`src/rtl/wdog_pkg.sv`:
```
package wdog_pkg;
  localparam logic [1:0] SLOT_CTRL0 = 2'd0;
  localparam logic [1:0] SLOT_CTRL1 = 2'd1;
  localparam logic [1:0] SLOT_COUNT = 2'd2;
  localparam logic [1:0] SLOT_WIDTH = 2'd3;

  localparam int unsigned BIT_KEYB_MIRROR = 0;
  localparam int unsigned BIT_KEYA        = 1;
  localparam int unsigned BIT_PENDING     = 2;
  localparam int unsigned BIT_CAUSE       = 3;

  localparam int unsigned MIN_WIDTH = 8;

  // Saturate a requested width into [lo, hi].
  function automatic logic [31:0] clamp_width(input logic [31:0] v,
                                              input int unsigned lo,
                                              input int unsigned hi);
    if (v < lo)      return 32'(lo);
    else if (v > hi) return 32'(hi);
    else             return v;
  endfunction
endpackage

```
`src/rtl/wdog_regs.sv`:
```
module wdog_regs
  import wdog_pkg::*;
#(
  parameter int unsigned MAX_WIDTH   = 16,
  parameter bit          ENABLE_ONCE = 1'b0,
  localparam int unsigned WID_W      = $clog2(MAX_WIDTH + 1)
) (
  input  logic                 clk,
  input  logic                 rst_n,
  input  logic                 req_valid,
  input  logic                 req_write,
  input  logic [3:0]           req_addr,
  input  logic [31:0]          req_wdata,
  input  logic [MAX_WIDTH-1:0] cnt,
  input  logic                 pending,
  input  logic                 cause,
  output logic [31:0]          rdata,
  output logic                 key_a,
  output logic                 key_b,
  output logic [WID_W-1:0]     width,
  output logic                 kick,
  output logic                 cause_clr
);
  logic [1:0]       slot;
  logic             unused_addr_lsbs;
  logic             wr_ctrl0, wr_ctrl1, wr_width;
  logic             locked;
  logic             key_a_nxt, key_b_nxt;
  logic [WID_W-1:0] width_nxt;
  logic [31:0]      width_clamped;

  assign slot             = req_addr[3:2];
  assign unused_addr_lsbs = ^req_addr[1:0];

  assign wr_ctrl0 = req_valid && req_write && (slot == SLOT_CTRL0);
  assign wr_ctrl1 = req_valid && req_write && (slot == SLOT_CTRL1);
  assign wr_width = req_valid && req_write && (slot == SLOT_WIDTH);

  assign locked        = ENABLE_ONCE && key_a && key_b;
  assign width_clamped = clamp_width(req_wdata, MIN_WIDTH, MAX_WIDTH);

  assign kick      = wr_ctrl0 && req_wdata[BIT_PENDING];
  assign cause_clr = wr_ctrl0 && req_wdata[BIT_CAUSE];

  always_comb begin
    key_a_nxt = key_a;
    key_b_nxt = key_b;
    width_nxt = width;
    if (wr_ctrl0) key_a_nxt = req_wdata[BIT_KEYA] | locked;
    if (wr_ctrl1) key_b_nxt = req_wdata[0] | locked;
    if (wr_width) width_nxt = width_clamped[WID_W-1:0];
  end

  always_ff @(posedge clk or negedge rst_n) begin
    if (!rst_n) begin
      key_a <= 1'b0;
      key_b <= 1'b0;
      width <= WID_W'(MAX_WIDTH);
    end else begin
      key_a <= key_a_nxt;
      key_b <= key_b_nxt;
      width <= width_nxt;
    end
  end

  always_comb begin
    rdata = '0;
    unique case (slot)
      SLOT_CTRL0: begin
        rdata[BIT_CAUSE]       = cause;
        rdata[BIT_PENDING]     = pending;
        rdata[BIT_KEYA]        = key_a;
        rdata[BIT_KEYB_MIRROR] = key_b;
      end
      SLOT_CTRL1: rdata[0] = key_b;
      SLOT_COUNT: rdata = 32'(cnt);
      SLOT_WIDTH: rdata = 32'(width);
      default:    rdata = '0;
    endcase
  end
endmodule

```
`src/rtl/wdog_timebase.sv`:
```
module wdog_timebase #(
  parameter int unsigned MAX_WIDTH = 16,
  localparam int unsigned WID_W    = $clog2(MAX_WIDTH + 1)
) (
  input  logic                 clk,
  input  logic                 rst_n,
  input  logic                 run,
  input  logic                 kick,
  input  logic [WID_W-1:0]     width,
  output logic [MAX_WIDTH-1:0] cnt,
  output logic                 wrap
);
  logic [MAX_WIDTH-1:0] mask;
  logic [MAX_WIDTH-1:0] cnt_nxt;

  // Low W bits set: the wrap point is 2^W - 1.
  always_comb begin
    for (int i = 0; i < int'(MAX_WIDTH); i++) begin
      mask[i] = (i < int'(width));
    end
  end

  assign wrap = run && ((cnt & mask) == mask);

  always_comb begin
    if (!run || kick || wrap) cnt_nxt = '0;
    else                      cnt_nxt = cnt + 1'b1;
  end

  always_ff @(posedge clk or negedge rst_n) begin
    if (!rst_n) cnt <= '0;
    else        cnt <= cnt_nxt;
  end
endmodule

```
`src/rtl/wdog_expiry.sv`:
```
module wdog_expiry (
  input  logic clk,
  input  logic rst_n,
  input  logic por_rst_n,
  input  logic wrap,
  input  logic kick,
  input  logic cause_clr,
  output logic pending,
  output logic irq,
  output logic rst_req,
  output logic cause
);
  logic pending_nxt, irq_nxt, rst_req_nxt, cause_nxt;
  logic live_wrap;

  assign live_wrap = wrap && !kick;

  always_comb begin
    pending_nxt = pending;
    if (kick)      pending_nxt = 1'b0;
    else if (wrap) pending_nxt = 1'b1;
    irq_nxt     = live_wrap && !pending;
    rst_req_nxt = live_wrap && pending;
    cause_nxt   = cause;
    if (rst_req_nxt)    cause_nxt = 1'b1;
    else if (cause_clr) cause_nxt = 1'b0;
  end

  always_ff @(posedge clk or negedge rst_n) begin
    if (!rst_n) begin
      pending <= 1'b0;
      irq     <= 1'b0;
      rst_req <= 1'b0;
    end else begin
      pending <= pending_nxt;
      irq     <= irq_nxt;
      rst_req <= rst_req_nxt;
    end
  end

  // Cause flag lives on the power-on reset only.
  always_ff @(posedge clk or negedge por_rst_n) begin
    if (!por_rst_n) cause <= 1'b0;
    else            cause <= cause_nxt;
  end
endmodule

```
`src/rtl/wdog_twostage.sv`:
```
module wdog_twostage #(
  parameter int unsigned MAX_WIDTH   = 16,
  parameter bit          ENABLE_ONCE = 1'b0
) (
  input  logic        clk,
  input  logic        por_rst_n,
  input  logic        sys_rst_n,
  input  logic        req_valid,
  input  logic        req_write,
  input  logic [3:0]  req_addr,
  input  logic [31:0] req_wdata,
  output logic [31:0] rsp_rdata,
  output logic        irq,
  output logic        rst_req
);
  localparam int unsigned WID_W = $clog2(MAX_WIDTH + 1);

  logic                 rst_n_int;
  logic                 key_a, key_b, run;
  logic                 kick, cause_clr, wrap;
  logic                 pending, cause;
  logic [WID_W-1:0]     width;
  logic [MAX_WIDTH-1:0] cnt;

  // Both inputs are assumed synchronised to clk on release upstream.
  assign rst_n_int = por_rst_n & sys_rst_n;
  assign run       = key_a & key_b;

  wdog_regs #(.MAX_WIDTH(MAX_WIDTH), .ENABLE_ONCE(ENABLE_ONCE)) u_regs (
    .clk(clk), .rst_n(rst_n_int),
    .req_valid(req_valid), .req_write(req_write),
    .req_addr(req_addr), .req_wdata(req_wdata),
    .cnt(cnt), .pending(pending), .cause(cause),
    .rdata(rsp_rdata), .key_a(key_a), .key_b(key_b),
    .width(width), .kick(kick), .cause_clr(cause_clr)
  );

  wdog_timebase #(.MAX_WIDTH(MAX_WIDTH)) u_timebase (
    .clk(clk), .rst_n(rst_n_int), .run(run), .kick(kick),
    .width(width), .cnt(cnt), .wrap(wrap)
  );

  wdog_expiry u_expiry (
    .clk(clk), .rst_n(rst_n_int), .por_rst_n(por_rst_n),
    .wrap(wrap), .kick(kick), .cause_clr(cause_clr),
    .pending(pending), .irq(irq), .rst_req(rst_req), .cause(cause)
  );
endmodule

```
`config.mk`:
```
export PLATFORM = sky130hd
export DESIGN_NAME = wdog_twostage
export DESIGN_NICKNAME = d
export VERILOG_FILES = /design/src/rtl/wdog_pkg.sv /design/src/rtl/wdog_regs.sv /design/src/rtl/wdog_timebase.sv /design/src/rtl/wdog_expiry.sv /design/src/rtl/wdog_twostage.sv
export SDC_FILE = /design/constraint.sdc
export NUM_CORES = 1
export LEC_CHECK = 0
export BUFFER_PORTS_ARGS = -buffer_cell sky130_fd_sc_hd__buf_2
export CORE_MARGIN = 1
export CORE_UTILIZATION = 50
export DETAILED_ROUTE_END_ITERATION = 16
export GPL_ROUTABILITY_DRIVEN = 0
export GPL_TIMING_DRIVEN = 0
export MAX_ROUTING_LAYER = met4
export PLACE_DENSITY_LB_ADDON = 0.08
export SETUP_SLACK_MARGIN = 0.5
export SYNTH_ARGS = -nofsm -noshare
export SYNTH_HDL_FRONTEND = slang
export SYNTH_SLANG_ARGS = --single-unit
```
`constraint.sdc`:
```
create_clock -name clk -period 3.1 [get_ports clk]
set_clock_uncertainty 0.1 [all_clocks]
set_input_delay 0.155 -clock clk [delete_from_list [all_inputs] [get_ports clk]]
set_output_delay 0.155 -clock clk [all_outputs]
set_load 0.01 [all_outputs]
```
Yosys cells after proc, flatten, opt, wreduce, memory -nomap -nowiden
Index checks and enable logic that the tools add are counted.

word-level totals
  output and inout bits = 34
  flip-flop bits (word level) = 27
  input bits = 41
  logic and storage cells = 63

cells by class
  eq/ne operators = 4
  $lt $le $gt $ge = 18
  bitwise gates (word level) = 3
  reduce and logical (&&, ||, !) cells = 19
  muxes and demuxes = 10
  $add $sub $neg = 1

operators with widths
  operator                                                         number
  less-than comparator 4 x 5 -> 1 bit (first input constant)       8
  greater-than comparator 32 x 5 -> 1 bit (second input constant)  1
  less-than comparator 32 x 4 -> 1 bit (second input constant)     1
  case mux 12 bit (2 select lines)                                 1
  less-than comparator 3 x 5 -> 1 bit (first input constant)       4
  adder 16 x 1 -> 16 bit (second input constant)                   1
  AND 16 bit                                                       1
  == test 16 bit                                                   1
  2-to-1 mux 16 bit                                                1
  logical AND 1 bit                                                10
  less-than comparator 1 x 5 -> 1 bit (first input constant)       2
  less-than comparator 2 x 5 -> 1 bit (first input constant)       2
  2-to-1 mux 5 bit                                                 2
  case mux 3 bit (3 select lines)                                  1
  == test 2 bit (second input constant)                            2
  2-to-1 mux 1 bit                                                 4
  nonzero test 2 bit                                               2
  zero test 1 bit                                                  3
  case mux 1 bit (3 select lines)                                  1
  AND 1 bit                                                        2
  == test 2 x 1 -> 1 bit (second input constant)                   1
  zero test 2 bit                                                  1
  logical OR 1 bit                                                 2
  OR reduction 2 bit                                               1

Depth between registers and ports, before layout
Gate-level depths: netlist (run 1).

  word-level depth = 7
  gate-level depth with buffers = 8

Modules after synthesis
A second synthesis (run 1) with hierarchy kept.

unflattened totals
  cell total of the unflattened synthesis = 199
  area, all modules = 1779.2 sq um

modules (own cells, without submodules)
  module         area an instance (sq um)  seq. area each (sq um)  cells an instance  times used
  wdog_timebase  933.4                     400.4                   104                1
  wdog_regs      698.2                     176.4                   83                 1
  wdog_expiry    135.1                     100.1                   10                 1
  wdog_twostage  12.5                      0.0                     2                  1

Worst setup path before layout (run 1)
OpenSTA, ideal clock, no wires.

  path kind = register to register
  from = reg u_regs.width[4]
  to = reg u_timebase.cnt[12]
  stages on the path, launching flop included = 9
  path slack = 1.241 ns
  clock period less this slack = 1.859 ns
  arrival = 1.665 ns
  cell sequence = dfstp_2 -> buf_2 -> inv_1 -> o211ai_1 -> a2111oi_2 -> and3_1 -> buf_6 -> buf_12 -> a211oi_1

between the ends
  word-level cells in the longest chain between the ends = 6
  elaborated cells on any way between the ends = 21

ends and longest elaborated chain
  what                                                         RTL line             source
  start, declared                                              wdog_regs.sv:20      output logic [WID_W-1:0] width,
  start signal, assigned                                       wdog_regs.sv:58      width <= WID_W'(MAX_WIDTH);
  start signal, assigned                                       wdog_regs.sv:62      width <= width_nxt;
  less-than comparator 1 x 5 -> 1 bit (tied with other cells)  wdog_timebase.sv:19  mask[i] = (i < int'(width));
  AND 16 bit                                                   wdog_timebase.sv:23  assign wrap = run && ((cnt & mask) == mask);
  == test 16 bit *                                             wdog_timebase.sv:23
  logical AND 1 bit *                                          wdog_timebase.sv:23
  logical OR 1 bit *                                           wdog_timebase.sv:26  if (!run || kick || wrap) cnt_nxt = '0;
  2-to-1 mux 16 bit *                                          wdog_timebase.sv:26
  via u_timebase.cnt_nxt[12]                                   wdog_timebase.sv:14  logic [MAX_WIDTH-1:0] cnt_nxt;
  end signal, assigned                                         wdog_timebase.sv:32  else cnt <= cnt_nxt;
  end, declared                                                wdog_timebase.sv:10  output logic [MAX_WIDTH-1:0] cnt,

Mark *: on every way through the listed nets, which the timed path passes. The rest lies on a longest branch.
A chain may end at the register's enable or synchronous reset.

Worst setup path in the final report (run 1)
  from = reg u_regs.width[4]
  to = reg u_timebase.cnt[10]

The elaborated chain is that of the path after synthesis.

==> results of run 1 <==
worst min-delay path by stage:
stage,start,to,slack (ns),cells past startpoint
6_report,req_wdata[0],u_regs.width[0]$_DFFE_PN0P_,0.04,2
5_1_grt,req_wdata[2],u_regs.width[2]$_DFFE_PN0P_,0.03,2
4_1_cts,req_wdata[0],u_regs.width[0]$_DFFE_PN0P_,0.03,2
3_5_place_dp,por_rst_n,u_expiry.cause$_DFFE_PN0P_,-0.16,1
3_3_place_gp,por_rst_n,u_expiry.cause$_DFFE_PN0P_,-0.16,1
2_1_floorplan,por_rst_n,u_expiry.cause$_DFFE_PN0P_,-0.24,0
kinds of logic (layout without fill, tap and decap cells):
| family | count (synthesis) | in the layout | synth area share (%) |
|---|---|---|---|
| multiplexers | 7 | 7 | 3.863 |
| adder cells (fa/ha/maj) | 1 | 1 | 0.6332 |
| buffers and inverters | 35 | 94 | 12.41 |
| XOR/XNOR | 13 | 13 | 5.763 |
| AND/OR/NAND/NOR | 78 | 78 | 22.74 |
| other | 1 | 16 | 0.1898 |
| AO/OA/AOI/OAI | 46 | 46 | 20.14 |
| flip-flops | 27 | 27 | 34.26 |
through the flow:
stage	cells	instance area, sq um
final	330	2417
after global routing	330	2417
after CTS	330	2417
after detailed placement	325	2362
after global placement	325	2362
after floorplan	223	2032
routing by layer:
metal / GRT usage, % / vias up / wire [um]
met3: 3.169 / 7 / 160
met1: 33.37 / 823 / 2027
met5: - / - / 0
met4: 6.667 / 0 / 64
met2: 39.06 / 36 / 2302
li1: - / 879 / -
synthesized netlist by cell type, types with 6 or more instances:
library cell,n,area [sq um]
and2_1,16,100.1
a22o_1,7,61.31
xor2_1,7,61.31
nor4_1,7,43.79
a211oi_1,10,75.07
nand3_1,7,35.03
nor3_1,7,35.03
nor2_1,9,33.78
nand4_1,7,43.79
nand2_1,8,30.03
xnor2_1,6,52.55
a211oi_2,8,100.1
dfrtp_1,26,650.6
buf_4,18,135.1
area by class of cell:
class | count | area, sq um
Tap cell | 48 | 60.06
Buffer | 30 | 226.5
Clock buffer | 4 | 45.04
Multi-Input combinational cell | 161 | 1110
Inverter | 5 | 18.77
Fill cell | 347 | 1299
Timing Repair Buffer | 55 | 280.3
Sequential cell | 27 | 676.9
registers in the layout, summed over array words and instances, names as in the netlist:
name	count
u_expiry.cause	1
u_regs.key_b	1
u_regs.key_a	1
u_timebase.cnt	16
u_expiry.pending	1
u_regs.width	5
u_expiry.rst_req	1
u_expiry.irq	1
repair_timing:
item / 4_1_cts / 5_1_grt
hold endpoints to repair: 1 / 0
hold buffers: 1 / 0
resized for setup: 0 / 0
power groups by stage:
stage                     logic, mW  clock network [mW]  registers [mW]
after floorplan              0.0775                   0           0.375
after global placement        0.117                   0           0.378
after detailed placement      0.118                   0           0.379
after CTS                     0.119               0.204           0.372
after global routing          0.135               0.217           0.375
final                         0.120               0.200           0.372
cells in the final DEF, fill, tap and decap left out, types with 2 or more instances in the layout:
cell type	count
nand3_1	7
inv_1	5
conb_1	16
and4_1	2
xnor2_1	6
nor2_1	9
mux2i_1	2
a21oi_1	5
a31oi_1	3
buf_2	59
a22o_1	7
buf_6	3
nor3_1	7
xor2_1	7
clkbuf_8	3
a211oi_1	10
a211oi_2	8
dfrtp_1	26
a21o_1	2
a2111oi_2	2
nor3b_1	2
mux2_2	5
o211ai_1	2
buf_4	18
nand3b_1	3
and3_1	3
nand2_1	8
and2_1	16
clkbuf_1	3
nor2b_1	2
nor4_1	7
nand4_1	7
==> metrics, run 1 <==
Max Cap Viol 0; worst setup path end u_timebase.cnt[10]$_DFF_PN0_; Reg clk slew, reported paths around 0.090 ns; crit path capture type flip-flop; EDFF count, synth 0; pre-CTS setup slack ~1.1 ns; R2R cell count 8; Switch Pwr ~180 uW; worst-path maximum fanout 10; die width 64.86 um; antenna viol nets, final 0; Buf/Inv on CP 4; Final #Nets 325; GRT Resource Usage Total approximately 25%; Net Sw Frac 26.70%; post-layout util 65.05%; post-route setup slack ~1.0 ns; DIE AREA 0.004207 sq mm; CTS Buf Count 3; RR Endpoint u_timebase.cnt[10]$_DFF_PN0_; CTS Sinks 27; Critical path origin u_regs.width[4]$_DFFE_PN1P_; RSZ-0062 raised after global routing no; stages on the worst setup path 8; CP max stage delay 0.52 ns; CP top delay family buffers and inverters; Routed WL about 4600 um; Vias 1,745; WP data arrival about 2.2 ns; I/O Buffers 54; synth unique cells 47; vias in the first global route 1,651; via density per instance 5.288; setup TNS 0 ns; # DRC 0; fmax 0.4785 GHz; Flop pwr share between 50% and 60%; Fin Hold WS 0.03962 ns; # diodes 0; Pwr Total 692.5 uW; Max clock buf depth 2; Tightest Hold Check Type input port to flip-flop; die span in y 64.86 um; Wirelength per Cell approximately 14 um; Slew Limit Fails 0; H-Tree Depth 1; DR iter-0 viols 83; global route overflow 0; r2r setup slk 1.01 ns; minimum clock period after layout 2.090 ns; Reg-to-Reg Start u_regs.width[4]$_DFFE_PN1P_; core area around 0.0037 sq mm; max_slew headroom 24.32%; leak pwr 1.126 nW; mean post-synth cell area roughly 9.5 sq um; ys flop type dfrtp_1; Final Hold Vio Count 0; Clk network pwr share 28.9%; Synth Cell Area 0.001976 sq mm; sequential area share after synthesis 34.26%; CP max-delay cell dfstp_2; Root Buffer Master clkbuf_8; CP Data Required Time 3.19 ns; maximum vdd ir drop between 0.1 and 0.15 mV; Warnings, synthesis 0; # IOs 75; Synth async-reset ratio 100.0%; DRT Pass-1 Iters 4; Starting Density 53.16%; largest net degree at the start of global routing 27; initial antenna violation count 0; Tightest Pin Transition 1.135 ns; internal power 507.6 uW; first-pass GRT wire length 7866 um; crit start category flip-flop; pwr dens 286.5 mW/mm^2; Tcrit/Tclk final 67.42%; power share of the combinational group 17.3%; status complete, no violations; FP Rows 22; Post-CTS Setup Bufs 0; CTS tree done; Setup Viol. Count Final 0; CP cell instances buf_2, inv_1, o211ai_1, a2111oi_2, and3_1, buf_6, buf_12, a211oi_2; Area Growth Syn to Fin 22.36%; layout cells sized above 1 36.88%; Clock Latency Late Sink 0.27 ns; HPWL Detailed 3523 um; Synth Register Bits 27; Gate Count Post-Synth 208; critical path class flip-flop to flip-flop
(Power assumes the default switching activity.)
==> inputs of run 2 (changes only) <==
--- a/config.mk
+++ b/config.mk
@@ -7,7 +7,7 @@
 export LEC_CHECK = 0
 export BUFFER_PORTS_ARGS = -buffer_cell sky130_fd_sc_hd__buf_2
 export CORE_MARGIN = 1
-export CORE_UTILIZATION = 50
+export CORE_UTILIZATION = 49
 export DETAILED_ROUTE_END_ITERATION = 16
 export GPL_ROUTABILITY_DRIVEN = 0
 export GPL_TIMING_DRIVEN = 0
==> constraint.sdc (replaced) <==
create_clock -name clk -period 2 [get_ports clk]
set_clock_uncertainty 0.1 [all_clocks]
set_input_delay 0.1 -clock clk [delete_from_list [all_inputs] [get_ports clk]]
set_output_delay 0.1 -clock clk [all_outputs]
set_load 0.01 [all_outputs]
==> run 2 against run 1 <==
The flow now finishes with violations (negative setup slack); die area is 2.0% higher; sequential cell count stayed put; setup slack worse by 1.0 ns; combinational power is 82% higher; critical path depth stayed put; clock power is 61% higher; final cell count is 6.4% higher; critical endpoint is now u_timebase.cnt[11]$_DFF_PN0_; routed wire length is 24% higher; hold slack better by 0.024 ns.
==> metrics, run 2 (synthesized netlist as in run 1, its figures left out) <==
I/O Buffers 54 (unchanged); Routed WL 5630 um (+24%); WP data arrival 2.13 ns (-0.05 ns); DIE AREA 0.004290 sq mm (+2.0%); # IOs 75 (unchanged); Reg clk slew, reported paths 0.10 ns (about the same); Max clock buf depth 2 (unchanged); Final Hold Vio Count 0 (unchanged); global route overflow 0 (unchanged); Buf/Inv on CP 4 (unchanged); DRT Pass-1 Iters 4 (unchanged); total placed cells including tap cells 325 (unchanged); DR iter-0 viols 106 (+28%); CP top delay family flip-flops; # DRC 0 (unchanged); CTS Buf Count 3 (unchanged); Setup Viol. Count Final 2 (+2); FP Rows 22 (unchanged); fin cells 351 (+6.4%); CP max stage delay 0.58 ns (+0.06 ns); vias in the first global route 1,738 (+5.3%); failing checks negative setup slack; FF/Latch Area 679.4 sq um (+0.37%); die width 65.50 um (+0.98%); Root Buffer Master clkbuf_8; most frequent cells in the layout 57 x buf_2, 29 x buf_4, 24 x dfrtp_1; Regs by FF count u_timebase.cnt x16, u_regs.width x5; max_slew headroom 59.84% (+36 points); # diodes 0 (unchanged); Vias 1,949 (+12%); CP Data Required Time 2.11 ns (-1.08 ns); HPWL Detailed 3523 um (about the same); Clock Latency Late Sink 0.29 ns (+0.02 ns); maximum vdd ir drop 0.4310 mV (+200%); antenna viol nets, final 0 (unchanged); register with the most flip-flops u_timebase.cnt; pwr dens 399.0 mW/mm^2 (+39%); Wirelength per Cell 16.04 um (+16%); Tightest Hold Check Type input port to flip-flop; leak pwr 1.255 nW (+11%); Max Cap Viol 0 (unchanged); GRT Resource Usage Total 25.65% (+0.91 points); first-pass GRT wire length 8114 um (+3.2%); via density per instance 5.553 (+5.0%); critical path class flip-flop to flip-flop; layout cells sized above 1 47.52% (+11 points); Tightest Pin Transition 0.6023 ns (-0.5329 ns); # fillers 279 (-20%); crit path capture type flip-flop; Starting Density 52.39% (-0.78 points); CP cell instances buf_8, inv_6, o211ai_1, a2111oi_4, and3_4, buf_8, clkbuf_16, a211oi_2; crit start category flip-flop; Multi-input gate area 0.001260 sq mm (+14%); CP max-delay cell dfstp_2; fmax 0.4955 GHz (+3.6%); Final #Nets 346 (+6.5%); post-route cell area 0.002801 sq mm (+16%); core area 0.003771 sq mm (+1.5%); status finished with violations; H-Tree Depth 1 (unchanged); CTS tree done; post-route setup slack -0.01808 ns (-1.028 ns); Area Growth Syn to Fin 41.80%; Slew Limit Fails 0 (unchanged); Worst path most repeated cell buf_8; leading cell type in the layout, fill and taps excluded buf_2; worst-path maximum fanout 6 (-4); die span in y 65.50 um (+0.98%); initial antenna violation count 0 (unchanged); largest net degree at the start of global routing 27 (unchanged); Tcrit/Tclk final 100.9% (+33 points); RSZ-0062 raised after global routing yes; minimum clock period after layout 2.018 ns (-0.07181 ns); Placement Cell Area 0.002392 sq mm (+1.3%); max reg flops 16 (unchanged); CTS Sinks 27 (unchanged)
## run 2: cell types whose count changed in the layout (fill, tap and decap cells not counted), sizes merged
cell | previous run | this run
dlygate4sd3 | 1 | 6
buf | 81 | 96
clkbuf | 7 | 8
## run 2: area by class of cell
class	instances	share of cell area (%)
plain buffers	30	9.156
clock buffers	4	1.608
inverters	5	0.8486
multi-input cells	161	44.98
flip-flops and latches	27	24.25
well taps	48	2.144
repair buffers	76	17.02
## run 2: stage by stage
stage / util (%) / TNS, ns / hold slack (ns) / total power [mW] / worst slack (ns)
detailed placement: 63.44 / -0.01298 / -0.2183 / 0.7722 / -0.009714
floorplan: - / 0 / -0.2956 / 0.7034 / 0.2221
CTS: 68.91 / 0 / 0.01415 / 1.094 / 0.08737
global placement: 63.44 / -0.2183 / -0.2198 / 0.7686 / -0.02665
finish: 74.29 / -0.01963 / 0.06403 / 1.118 / -0.01808
global route: 74.29 / -0.2226 / 0.07146 / 1.166 / -0.02781
## run 2: power breakdown
group / switching [mW] / leakage (nW) / total, mW / internal [mW]
Clock: 0.179 / 0.0228 / 0.322 / 0.144
Sequential: 0.0163 / 0.364 / 0.577 / 0.561
Combinational: 0.117 / 0.868 / 0.218 / 0.102
Total: 0.312 / 1.25 / 1.12 / 0.806
## run 2: what timing repair did
action | 4_1_cts | 5_1_grt
hold buffers | 4 | 2
cloned | 3 | 1
setup buffers | 5 | 7
endpoints found under the hold margin | 6 | 25
gates resized for setup | 19 | 22
setup endpoints to repair | 26 | 27
pin swaps | 4 | 4
## run 2: per-layer routing
metal	up-vias	part of all wire (%)	GRT usage, %
met2	60	53	42.65
met5	-	0	-
met3	4	4.2	3.819
met4	0	0.80	7.337
met1	956	42	32.38
li1	929	-	-
## run 2: worst paths after layout
kind | slack [ns] | cells past startpoint | start | endpoint
max | -0.02 | 8 | u_regs.width[4]$_DFFE_PN1P_ | u_timebase.cnt[11]$_DFF_PN0_
max in group asynchronous | 0.98 | 3 | por_rst_n | u_timebase.cnt[0]$_DFF_PN0_
max reg2reg | -0.02 | 8 | u_regs.width[4]$_DFFE_PN1P_ | u_timebase.cnt[11]$_DFF_PN0_
min in group asynchronous | 0.36 | 3 | sys_rst_n | u_regs.key_a$_DFFE_PN0P_
min | 0.06 | 3 | req_wdata[4] | u_regs.width[4]$_DFFE_PN1P_
min reg2reg | 0.39 | 1 | u_timebase.cnt[0]$_DFF_PN0_ | u_timebase.cnt[0]$_DFF_PN0_
## run 2: worst reg2reg max path, cell delays in order, from the launching register on
cell,delay (ns)
dfstp_2,0.58
buf_8,0.15
inv_6,0.05
o211ai_1,0.28
a2111oi_4,0.09
and3_4,0.21
buf_8,0.14
clkbuf_16,0.15
a211oi_2,0.19
==> inputs of run 3 (changes only) <==
--- a/config.mk
+++ b/config.mk
@@ -5,12 +5,13 @@
 export SDC_FILE = /design/constraint.sdc
 export NUM_CORES = 1
 export LEC_CHECK = 0
+export ABC_AREA = 1
 export BUFFER_PORTS_ARGS = -buffer_cell sky130_fd_sc_hd__buf_2
-export CORE_MARGIN = 1
-export CORE_UTILIZATION = 49
+export CORE_UTILIZATION = 48
 export DETAILED_ROUTE_END_ITERATION = 16
 export GPL_ROUTABILITY_DRIVEN = 0
 export GPL_TIMING_DRIVEN = 0
+export HOLD_SLACK_MARGIN = 0.12
 export MAX_ROUTING_LAYER = met4
 export PLACE_DENSITY_LB_ADDON = 0.08
 export SETUP_SLACK_MARGIN = 0.5
==> run 3 against run 2 <==
The run now ends clean; sequential share of layout area up 1.1 points; clock-buffer cell count did not move; routed wire length is 15% lower; setup slack improved by 0.26 ns; via count up 0.10%; largest power group unchanged; sequential cell count is the same; register-to-register slack better by 0.26 ns; global-route usage up 0.42 points; power increased by 18%; critical path type unchanged.
==> metrics, run 3 <==
pwr dens 489.9 mW/mm^2 (+23%); CP Data Required Time 2.07 ns (-0.04 ns); I/O Buffers 56 (+3.7%); first-pass GRT wire length 8176 um (+0.76%); CP max-delay cell dfrtp_2; most frequent cells in the layout 62 x nand2_1, 57 x buf_2, 48 x nor2_1; GRT Resource Usage Total 26.07% (+0.42 points); CP cell instances nor2_4, buf_4, nand3_1, nand3_1, nand3_1, nor2_2, nand2_2, nand2_4, buf_8, nor2_2; GR Layer Usage met2 44.95% (+2.3 points); global route overflow 0 (unchanged); HPWL Detailed 3324 um (-5.7%); max_slew headroom 62.35% (+2.5 points); Synth Register Bits 27 (unchanged); layout cells sized above 1 37.63% (-9.9 points); EDFF count, synth 0 (unchanged); synth unique cells 29 (-38%); leak pwr 1.378 nW (+9.8%); M1 GR Usage 32.21% (-0.16 points); initial antenna violation count 0 (unchanged); Tcrit/Tclk final 87.88% (-13 points); DRT Pass-1 Iters 4 (unchanged); Reg-to-Reg Start u_regs.width[3]$_DFFE_PN0P_; r2r setup slk 0.24 ns (+0.26 ns); power share of the combinational group 30.9% (+11 points); RSZ-0062 raised after global routing yes; Net Sw Frac 30.52% (+2.6 points); post-route setup slack 0.2423 ns (+0.2604 ns); register with the most flip-flops u_timebase.cnt; Tightest Hold Check Type input port to flip-flop; fmax 0.5689 GHz (+15%); main area contributors after synthesis dfrtp_1 35%, nand2_1 13%, nor2_1 13%, buf_4 6.5%, inv_1 6.5%; most common cell in the synthesized netlist nand2_1; CTS tree done; crit start category flip-flop; setup TNS 0 ns (+0.01963 ns); Clk network pwr share 23.2% (-5.6 points); internal power 915.6 uW (+14%); crit path capture type flip-flop; top-area cell type share of the netlist area 35.06% (+2.1 points); Synth Cell Area 0.001856 sq mm (-6.1%); pre-CTS setup slack 0.1645 ns (+0.1743 ns); DR iter-0 viols 94 (-11%); GRT met3 Usage 4.821% (+1.0 points); WP data arrival 1.82 ns (-0.31 ns); Synth async-reset ratio 100.0% (unchanged); critical path class flip-flop to flip-flop; Fin Hold WS 0.1404 ns (+0.07639 ns); leading cell type in the layout, fill and taps excluded nand2_1; core area 0.003689 sq mm (-2.2%); max reg flops 16 (unchanged); Root Buffer Master clkbuf_8; sequential area share after synthesis 36.48% (+2.2 points); H-Tree Depth 1 (unchanged); largest area contributor in the netlist dfrtp_1; Area Growth Syn to Fin 44.98%; status complete, no violations; Setup Viol. Count Final 0 (-2); CTS Sinks 27 (unchanged); Worst path most repeated cell nand3_1; Reg clk slew, reported paths 0.09 ns (about the same); die width 64.18 um (-2.0%); Final #Nets 423 (+22%); worst-path maximum fanout 6 (unchanged); Warnings, synthesis 0 (unchanged); Pwr Total 1.318 mW (+18%); Vias 1,951 (+0.10%); Max clock buf depth 2 (unchanged); vias in the first global route 1,923 (+11%); minimum clock period after layout 1.758 ns (-0.2604 ns); most crowded layer after global routing met2; DIE AREA 0.004118 sq mm (-4.0%); # diodes 0 (unchanged); Starting Density 50.31% (-2.1 points); antenna viol nets, final 0 (unchanged); R2R cell count 10 (+2); Hold EP u_regs.width[0]$_DFFE_PN0P_; hold wc startpoint req_wdata[5]; Slew Limit Fails 0 (unchanged); largest net degree at the start of global routing 27 (unchanged); Routed WL 4802 um (-15%); Switch Pwr 402.2 uW (+29%); Final Hold Vio Count 0 (unchanged); CP max stage delay 0.47 ns (-0.11 ns); FP Rows 22 (unchanged); RR Endpoint u_timebase.cnt[7]$_DFF_PN0_; Gate Count Post-Synth 275 (+32%); via density per instance 4.558 (-18%); Wirelength per Cell 11.22 um (-30%); mean post-synth cell area 6.747 sq um (-29%); Flop pwr share 45.9% (-5.7 points); maximum vdd ir drop 0.4063 mV (-5.7%); die span in y 64.18 um (-2.0%); Clock Latency Late Sink 0.27 ns (-0.02 ns); Regs by FF count u_timebase.cnt x16, u_regs.width x5; Tightest Pin Transition 0.5635 ns (-0.03884 ns); # IOs 75 (unchanged); ys flop type dfrtp_1; CTS Buf Count 3 (unchanged); Post-synth top cells 66 x nand2_1, 64 x nor2_1, 32 x inv_1, 26 x dfrtp_1, 21 x nand3_1; Worst Hold Depth 6 (+3); # DRC 0 (unchanged); Max Cap Viol 0 (unchanged); post-layout util 72.93% (-1.4 points)
-- run 3: final cells by class --
type                       count  area [sq um]
timing repair buffer          86         544.3
fill                         326         998.5
clock buffer                   4         45.04
sequential                    27         680.7
buffer                        19         145.1
inverter                      34         133.9
tap                           48         60.06
multi-input combinational    210          1081
-- run 3: critical path: cells and delay by family, from the launching register on --
| kind | cells | cell delay [ns] |
|---|---|---|
| buffers and inverters | 2 | 0.26 |
| flip-flops | 1 | 0.47 |
| AND/OR/NAND/NOR | 8 | 0.82 |
-- run 3: power by group through the flow --
| stage | Sequential [mW] | Clock (mW) | Combinational, mW |
|---|---|---|---|
| after global routing | 0.610 | 0.341 | 0.455 |
| final | 0.605 | 0.305 | 0.407 |
| after detailed placement | 0.611 | 0 | 0.279 |
| after floorplan | 0.604 | 0 | 0.199 |
| after CTS | 0.599 | 0.315 | 0.364 |
| after global placement | 0.612 | 0 | 0.275 |
-- run 3: what timing repair did --
action / CTS / global route
buffers inserted: 14 / 5
gates resized for setup: 19 / 31
endpoints found under the hold margin: 32 / 0
cloned: 1 / 0
pin swaps: 9 / 14
setup endpoints to repair: 21 / 61
hold buffers: 10 / 0
-- run 3: cells by family (layout without fill, tap and decap cells) --
| logic type | count (synthesis) | in the layout | share of synthesized area, % |
|---|---|---|---|
| buf+inv | 53 | 143 | 14.36 |
| simple gates | 164 | 164 | 37.02 |
| fa+ha+maj | 1 | 1 | 0.6742 |
| flops | 27 | 27 | 36.48 |
| mux | 1 | 1 | 0.6068 |
| compound gates | 17 | 17 | 5.462 |
| other cells | 1 | 16 | 0.2021 |
| xor+xnor | 11 | 11 | 5.192 |
-- run 3: worst max path at each step --
stage                                   end                         from  slack (ns)
5_1_grt         u_timebase.cnt[5]$_DFF_PN0_  u_timebase.cnt[0]$_DFF_PN0_        0.12
6_report        u_timebase.cnt[7]$_DFF_PN0_  u_regs.width[3]$_DFFE_PN0P_        0.24
3_5_place_dp   u_timebase.cnt[14]$_DFF_PN0_  u_timebase.cnt[0]$_DFF_PN0_        0.16
3_3_place_gp   u_timebase.cnt[14]$_DFF_PN0_  u_timebase.cnt[0]$_DFF_PN0_        0.16
4_1_cts         u_timebase.cnt[7]$_DFF_PN0_  u_regs.width[3]$_DFFE_PN0P_        0.28
2_1_floorplan  u_timebase.cnt[14]$_DFF_PN0_  u_timebase.cnt[0]$_DFF_PN0_        0.41
-- run 3: through the flow --
step,cells,cell area [sq um]
6_report,428,2690
5_1_grt,428,2690
4_1_cts,423,2576
3_5_place_dp,394,2257
3_3_place_gp,394,2257
2_1_floorplan,290,1917
-- run 3: layer usage --
metal	routed length, um	vias to the layer above
met5	0	-
met4	15	0
met3	206	3
met2	2409	41
met1	2170	880
li1	-	1027
